<file path="src/rtl/tq_pkg.sv">
package tq_pkg;

   // Output format selector shared by every channel
   typedef enum logic {
      FMT_PACKET = 1'b0,
      FMT_FOLLOW = 1'b1
   } out_fmt_e;

   // Bits needed to hold values 0..max_val
   function automatic int unsigned cnt_width(input int unsigned max_val);
      return (max_val < 2) ? 1 : $clog2(max_val + 1);
   endfunction

endpackage

</file>
<file path="src/rtl/tq_tick_gen.sv">
module tq_tick_gen #(
   parameter int unsigned DIV = 3579
) (
   input  logic clk,
   input  logic rst_n,
   input  logic clr,
   output logic tick
);
   localparam int unsigned CW = tq_pkg::cnt_width(DIV - 1);

   if (DIV < 2) begin : g_bad_div
      $error("tq_tick_gen: DIV must be at least 2");
   end

   logic [CW-1:0] div_cnt;

   assign tick = (div_cnt == CW'(DIV - 1));

   always_ff @(posedge clk or negedge rst_n) begin
      if (!rst_n)
         div_cnt <= '0;
      else if (clr || tick)
         div_cnt <= '0;
      else
         div_cnt <= div_cnt + 1'b1;
   end

   AST_TICK_ISOLATED: assert property (@(posedge clk) disable iff (!rst_n)
      tick |=> !tick);
   AST_TICK_AFTER_CLR: assert property (@(posedge clk) disable iff (!rst_n)
      clr |=> !tick);

endmodule

</file>
<file path="src/rtl/tq_window_timer.sv">
module tq_window_timer #(
   parameter int unsigned WIN_TICKS = 48
) (
   input  logic clk,
   input  logic rst_n,
   input  logic clr,
   input  logic tick,
   output logic win_last
);
   localparam int unsigned PW = tq_pkg::cnt_width(WIN_TICKS - 1);

   logic [PW-1:0] pos;

   // High on the final tick of the observation window
   assign win_last = tick && (pos == PW'(WIN_TICKS - 1));

   always_ff @(posedge clk or negedge rst_n) begin
      if (!rst_n)
         pos <= '0;
      else if (clr || win_last)
         pos <= '0;
      else if (tick)
         pos <= pos + 1'b1;
   end

   AST_WIN_WRAPS: assert property (@(posedge clk) disable iff (!rst_n)
      win_last |=> (pos == '0));
   AST_WIN_IN_RANGE: assert property (@(posedge clk) disable iff (!rst_n)
      tick |=> (pos <= PW'(WIN_TICKS - 1)));

endmodule

</file>
<file path="src/rtl/tq_follower.sv">
module tq_follower #(
   parameter int unsigned FOLLOW_TICKS = 10
) (
   input  logic clk,
   input  logic rst_n,
   input  logic clr,
   input  logic tick,
   input  logic raw,
   output logic q
);
   localparam int unsigned CW = tq_pkg::cnt_width(FOLLOW_TICKS);

   logic [CW-1:0] run_cnt;
   logic          differ;

   assign differ = (raw != q);

   always_ff @(posedge clk or negedge rst_n) begin
      if (!rst_n) begin
         run_cnt <= '0;
         q       <= 1'b0;
      end else if (clr) begin
         run_cnt <= '0;
      end else if (tick) begin
         if (!differ)
            run_cnt <= '0;
         else if (run_cnt == CW'(FOLLOW_TICKS - 1)) begin
            q       <= raw;
            run_cnt <= '0;
         end else
            run_cnt <= run_cnt + 1'b1;
      end
   end

   AST_FOL_MOVES_ON_TICK: assert property (@(posedge clk) disable iff (!rst_n)
      (q != $past(q)) |-> $past(tick));
   AST_FOL_RUN_RESET: assert property (@(posedge clk) disable iff (!rst_n)
      (tick && !clr && !differ) |=> (run_cnt == '0));
   AST_FOL_CLR: assert property (@(posedge clk) disable iff (!rst_n)
      clr |=> (run_cnt == '0));

endmodule

</file>
<file path="src/rtl/tq_packet.sv">
module tq_packet #(
   parameter int unsigned PKT_THRESH = 40
) (
   input  logic clk,
   input  logic rst_n,
   input  logic clr,
   input  logic tick,
   input  logic win_last,
   input  logic raw,
   output logic q
);
   localparam int unsigned CW = tq_pkg::cnt_width(PKT_THRESH);

   logic [CW-1:0] acc;
   logic          opposite;
   logic          reach;

   assign opposite = (raw != q);
   assign reach    = opposite && (acc == CW'(PKT_THRESH - 1));

   // Flip takes priority over the window-end discard
   always_ff @(posedge clk or negedge rst_n) begin
      if (!rst_n) begin
         acc <= '0;
         q   <= 1'b0;
      end else if (clr) begin
         acc <= '0;
      end else if (tick) begin
         if (reach) begin
            q   <= ~q;
            acc <= '0;
         end else if (win_last)
            acc <= '0;
         else if (opposite)
            acc <= acc + 1'b1;
      end
   end

   AST_PKT_MOVES_ON_TICK: assert property (@(posedge clk) disable iff (!rst_n)
      (q != $past(q)) |-> $past(tick));
   AST_PKT_BELOW_THRESH: assert property (@(posedge clk) disable iff (!rst_n)
      tick |=> (acc < CW'(PKT_THRESH)));
   AST_PKT_WIN_DISCARD: assert property (@(posedge clk) disable iff (!rst_n)
      (win_last && !clr) |=> (acc == '0));
   AST_PKT_CLR: assert property (@(posedge clk) disable iff (!rst_n)
      clr |=> (acc == '0));

endmodule

</file>
<file path="src/rtl/tone_qualifier_dual.sv">
module tone_qualifier_dual
   import tq_pkg::*;
#(
   parameter int unsigned NUM_CH       = 2,
   parameter int unsigned CLK_HZ       = 3579545,
   parameter int unsigned TICK_HZ      = 1000,
   parameter int unsigned WIN_TICKS    = 48,
   parameter int unsigned PKT_THRESH   = 40,
   parameter int unsigned FOLLOW_TICKS = 10,
   parameter int unsigned SYNC_STAGES  = 2
) (
   input  logic              clk,
   input  logic              rst_n,
   input  logic [NUM_CH-1:0] raw_tone,
   input  logic              follow_sel,
   input  logic              hiz_req,
   output logic [NUM_CH-1:0] tone_out,
   output logic [NUM_CH-1:0] tone_drive
);
   localparam int unsigned TICK_DIV = CLK_HZ / TICK_HZ;

   // Elaboration-time parameter checks
   if (NUM_CH < 1) begin : g_bad_ch
      $error("tone_qualifier_dual: NUM_CH must be at least 1");
   end
   if (TICK_DIV < 2) begin : g_bad_div
      $error("tone_qualifier_dual: CLK_HZ must be at least twice TICK_HZ");
   end
   if ((PKT_THRESH > WIN_TICKS) || (2 * PKT_THRESH <= WIN_TICKS)) begin : g_bad_thresh
      $error("tone_qualifier_dual: PKT_THRESH must exceed half the window and fit inside it");
   end
   if (FOLLOW_TICKS < 1) begin : g_bad_follow
      $error("tone_qualifier_dual: FOLLOW_TICKS must be at least 1");
   end

   // Raw flag synchronizer, omitted when SYNC_STAGES is zero
   logic [NUM_CH-1:0] raw_s;

   if (SYNC_STAGES == 0) begin : g_nosync
      assign raw_s = raw_tone;
   end else begin : g_sync
      logic [NUM_CH-1:0] stg [SYNC_STAGES];
      always_ff @(posedge clk or negedge rst_n) begin
         if (!rst_n) begin
            for (int i = 0; i < SYNC_STAGES; i++) stg[i] <= '0;
         end else begin
            stg[0] <= raw_tone;
            for (int i = 1; i < SYNC_STAGES; i++) stg[i] <= stg[i-1];
         end
      end
      assign raw_s = stg[SYNC_STAGES-1];
   end

   // Format tracking; a change restarts all timing
   out_fmt_e fmt_in;
   out_fmt_e fmt_q;
   logic     fmt_chg;

   assign fmt_in  = follow_sel ? FMT_FOLLOW : FMT_PACKET;
   assign fmt_chg = (fmt_in != fmt_q);

   always_ff @(posedge clk or negedge rst_n) begin
      if (!rst_n)
         fmt_q <= FMT_PACKET;
      else
         fmt_q <= fmt_in;
   end

   logic tick;
   logic win_last;

   tq_tick_gen #(
      .DIV (TICK_DIV)
   ) u_tick (
      .clk   (clk),
      .rst_n (rst_n),
      .clr   (fmt_chg),
      .tick  (tick)
   );

   tq_window_timer #(
      .WIN_TICKS (WIN_TICKS)
   ) u_win (
      .clk      (clk),
      .rst_n    (rst_n),
      .clr      (fmt_chg),
      .tick     (tick),
      .win_last (win_last)
   );

   logic [NUM_CH-1:0] fol_q;
   logic [NUM_CH-1:0] pkt_q;

   for (genvar c = 0; c < NUM_CH; c++) begin : g_ch
      tq_follower #(
         .FOLLOW_TICKS (FOLLOW_TICKS)
      ) u_fol (
         .clk   (clk),
         .rst_n (rst_n),
         .clr   (fmt_chg),
         .tick  (tick),
         .raw   (raw_s[c]),
         .q     (fol_q[c])
      );

      tq_packet #(
         .PKT_THRESH (PKT_THRESH)
      ) u_pkt (
         .clk      (clk),
         .rst_n    (rst_n),
         .clr      (fmt_chg),
         .tick     (tick),
         .win_last (win_last),
         .raw      (raw_s[c]),
         .q        (pkt_q[c])
      );

      assign tone_out[c] = (fmt_q == FMT_FOLLOW) ? fol_q[c] : pkt_q[c];
   end

   assign tone_drive = {NUM_CH{~hiz_req}};

   AST_FMT_LATCHED: assert property (@(posedge clk) disable iff (!rst_n)
      fmt_chg |=> (fmt_q == $past(fmt_in)));
   AST_OUT_MOVES_ON_TICK_OR_FMT: assert property (@(posedge clk) disable iff (!rst_n)
      (tone_out != $past(tone_out)) |-> ($past(tick) || $past(fmt_chg)));

endmodule

</file>
<file path="config.mk">
export PLATFORM = sky130hd
export DESIGN_NAME = tone_qualifier_dual
export DESIGN_NICKNAME = d
export VERILOG_FILES = /design/src/rtl/tq_pkg.sv /design/src/rtl/tq_tick_gen.sv /design/src/rtl/tq_window_timer.sv /design/src/rtl/tq_follower.sv /design/src/rtl/tq_packet.sv /design/src/rtl/tone_qualifier_dual.sv
export SDC_FILE = /design/constraint.sdc
export NUM_CORES = 1
export LEC_CHECK = 0
export ABC_CLOCK_PERIOD_IN_PS = 2000
export CAP_MARGIN = 15
export CORE_MARGIN = 5
export CORE_UTILIZATION = 30
export CTS_CLUSTER_DIAMETER = 60
export DETAILED_ROUTE_END_ITERATION = 6
export DONT_BUFFER_PORTS = 1
export HOLD_SLACK_MARGIN = 0.05
export MAX_ROUTING_LAYER = met4
export PLACE_DENSITY_LB_ADDON = 0.2
export SYNTH_ARGS = -nofsm -noshare
export SYNTH_HDL_FRONTEND = slang
export SYNTH_SLANG_ARGS = --single-unit
</file>
<file path="constraint.sdc">
create_clock -name clk -period 2 [get_ports clk]
set_input_delay 0.4 -clock clk [delete_from_list [all_inputs] [get_ports clk]]
set_output_delay 0.4 -clock clk [all_outputs]
set_load 0.05 [all_outputs]
</file>
==> results.yml <==
run_status:
  outcome: "complete, no violations"
floorplanning:
  io_pins: 10
  die_area_um2: 10000
  die_w_um: 100
  initial_core_util: 0.312
  row_count: 32
  coreArea_um2: 7810
  die-height_um: 100
place:
  dpl_worst_slack_ns: -0.0748
  gp_congestion: 0.718
  dpl.hpwl_um: 3730
  place_inst: 368
  port_buffers: 0
cells_and_area:
  drive_gt1_frac: 0.190
  layoutNonFillerInstCount: 381
  fin_nets: 293
  n_antenna_cell: 0
  fin_util: 0.374
  syn_to_final_growth_pct: 20.1
synthesis:
  ys.flop_type: "dfrtp_1"
  yosysWarnings: 0
  synth_seq_cells: 47
  syn_inst: 247
  synth.top_cell.area_share: 0.484
  synth_nets: 262
  synth_edf_count: 0
  syn_avg_cell_area_um2: 9.85
  synthesis.area_um2: 2430
  synth_top_cell_by_area: "dfrtp_1"
  synthTopCellsByCount: "47 x dfrtp_1, 34 x nand2_1, 28 x nor2_1"
  yosysMostFrequentCell: "dfrtp_1"
  ys_seq_area_frac: 0.484
  synth_area_leaders: "dfrtp_1 48%, nand2_1 5.2%, xnor2_1 4.7%, ha_1 4.6%, nor2_1 4.3%"
  yosysUniqueCellTypes: 43
  async_flop_share: 1.00
power:
  pwr-share-clk: 0.396
  p_sw_frac: 0.240
  p_leak_nw: 1.31
  internal_power_mw: 1.43
  power.switching_uw: 451
  combPwrFrac: 0.086
  ir_drop_mv: 0.379
  powerDensity_nw_per_um2: 644
  seqPwrFrac: 0.518
cts:
  cts-htree-levels: 2
  clkSinkCount: 47
  clockBufferDepth: 2
  cts_tree: "done"
  clock_latency_ns: 0.30
  clock-root-buffer: "clkbuf_8"
  cts_buffers: 5
  clkTransAtPathRegs_ns: 0.10
setup_path:
  cp_top_family: "simple AND/OR/NAND/NOR gates"
  worst_path_largest_cell_delay_ns: 0.54
  cp_max_fo: 6
  cp.arrival_ns: 2.23
  crit_slowest_cell: "or4b_1"
  crit_path_end_kind: "register"
  critical_path_class: "reg -> reg"
  reg2reg_setup_slack_ns: 0.004
  critical_path.startpoint_type: "register"
  path_buf_inv: 1
  cp_data_required_time_ns: 2.23
  worstPathCellList: "inv_1 > ha_1 > nand4b_1 > or3_1 > or4b_1 > a21oi_1"
detailed_routing:
  first_pass_iters: 4
  wl_per_cell_um: 13.8
  highest_layer: "met4"
  drc: 0
  drt-initial-drc-count: 78
  drt-vias-per-instance: 4.87
  postRouteWirelength_um: 5270
  met1Wirelength_um: 2720
  routed-wl-met2_um: 2340
  antenna_left: 0
  dr_total_vias: 1856
  dr_wl_met3_um: 158
timing:
  setup_viol: 0
  drv_slew: 0
  hold_violations: 0
  fin_ws_ns: 0.00443
  rsz0062_at_grt: "true"
  fin_crit_ns: 2.00
  fmaxAchievable_ghz: 0.501
  worst_slew_pin_slew_ns: 0.503
  max_slew_margin: 0.663
  skew_ns: 0.0162
  timing.final.crit_share: 0.998
min_path:
  hold_class: "in -> reg"
grt:
  grt_pass1_wl_um: 9070
  grt_max_degree: 48
  grt_overflow_total: 0
  antenna_found_initial: 0
  grt_use_total: 0.116
  grt_pass1_vias: 1773
flow_run:
  drv_cap: 0
logic make-up after synthesis:
| family | count (synthesis) | synth area share |
|---|---|---|
| buffers and inverters | 9 | 0.0154 |
| xor gates and xnor gates | 21 | 0.0756 |
| and+or+nand+nor | 118 | 0.253 |
| AOI/OAI and AO/OA | 37 | 0.0988 |
| muxes | 6 | 0.0278 |
| DFF | 47 | 0.484 |
| adders and majority gates | 9 | 0.0463 |
layout make-up:
cell class	count	area, um2
inverter	6	22.5
multi-input combinational	191	1250
clock inverter	2	35.0
tap	102	128
timing repair buffer	27	229
clock buffer	6	82.6
sequential	47	1180
fill	805	4890
final timing paths:
check                                                  from                                to  cells past startpoint
worst max-delay path            u_tick.div_cnt[0]$_DFF_PN0_  g_ch[0].u_pkt.acc[2]$_DFFE_PN0P_                      6
worst min-delay path                             follow_sel                   fmt_q$_DFF_PN0_                      0
worst max register to register  u_tick.div_cnt[0]$_DFF_PN0_  g_ch[0].u_pkt.acc[2]$_DFFE_PN0P_                      6
worst min register to register      g_sync.stg[3]$_DFF_PN0_                raw_s[1]$_DFF_PN0_                      0
max in group asynchronous                             rst_n       g_ch[0].u_pkt.q$_DFFE_PN0P_                      2
min in group asynchronous                             rst_n  g_ch[1].u_pkt.acc[4]$_DFFE_PN0P_                      2
per-stage QoR:
step | TNS [ns] | power, mW | cell area (um2) | hold WS (ns)
2_1_floorplan | 0 | 1.07 | 2430 | 0.104
3_3_place_gp | -0.0162 | 1.13 | 2710 | 0.107
3_5_place_dp | -0.149 | 1.13 | 2710 | 0.107
4_1_cts | -0.0161 | 1.91 | 2880 | 0.108
5_1_grt | -0.277 | 1.97 | 2920 | 0.104
6_report | 0 | 1.88 | 2920 | 0.119
registers in the layout (all words and copies together), names as in the netlist:
| name | flops |
|---|---|
| g_ch.u_fol.q | 2 |
| u_tick.div_cnt | 12 |
| g_ch.u_fol.run_cnt | 8 |
| u_win.pos | 6 |
| raw_s | 2 |
| g_ch.u_pkt.q | 2 |
| g_sync.stg | 2 |
| g_ch.u_pkt.acc | 12 |
| fmt_q | 1 |
per-layer routing:
metal  vias up  track usage
met2        14        0.159
met4         0       0.0352
met5         -            -
li1        941            -
met1       896        0.171
met3         5       0.0243
power by group through the flow:
stage / clock [mW] / sequential, mW / combinational [mW]
5_1_grt: 0.812 / 0.977 / 0.184
4_1_cts: 0.773 / 0.975 / 0.163
3_3_place_gp: 0 / 0.993 / 0.133
6_report: 0.745 / 0.974 / 0.161
2_1_floorplan: 0 / 0.996 / 0.0727
3_5_place_dp: 0 / 0.994 / 0.133
placed cells by master, fill, tap and decap left out, drive strengths merged, types with 6 or more instances in the layout:
cell,synthesis,final
a21oi,8,8
buf,1,26
clkbuf,2,6
dfrtp,47,47
ha,9,9
inv,6,6
mux2,6,6
nand2,34,34
nand3,19,19
nand4,6,6
nor2,28,28
o21ai,13,13
xnor2,13,13
xor2,8,8
what timing repair did:
item | in CTS | in global routing
setup buffers | 1 | 2
resized for setup | 3 | 6
endpoints found under the setup margin | 4 | 27
pin swaps | 4 | 2
hold buffers | 2 | 0
hold endpoints to repair | 47 | 0
Note: power is estimated with default switching activity, not from simulation.
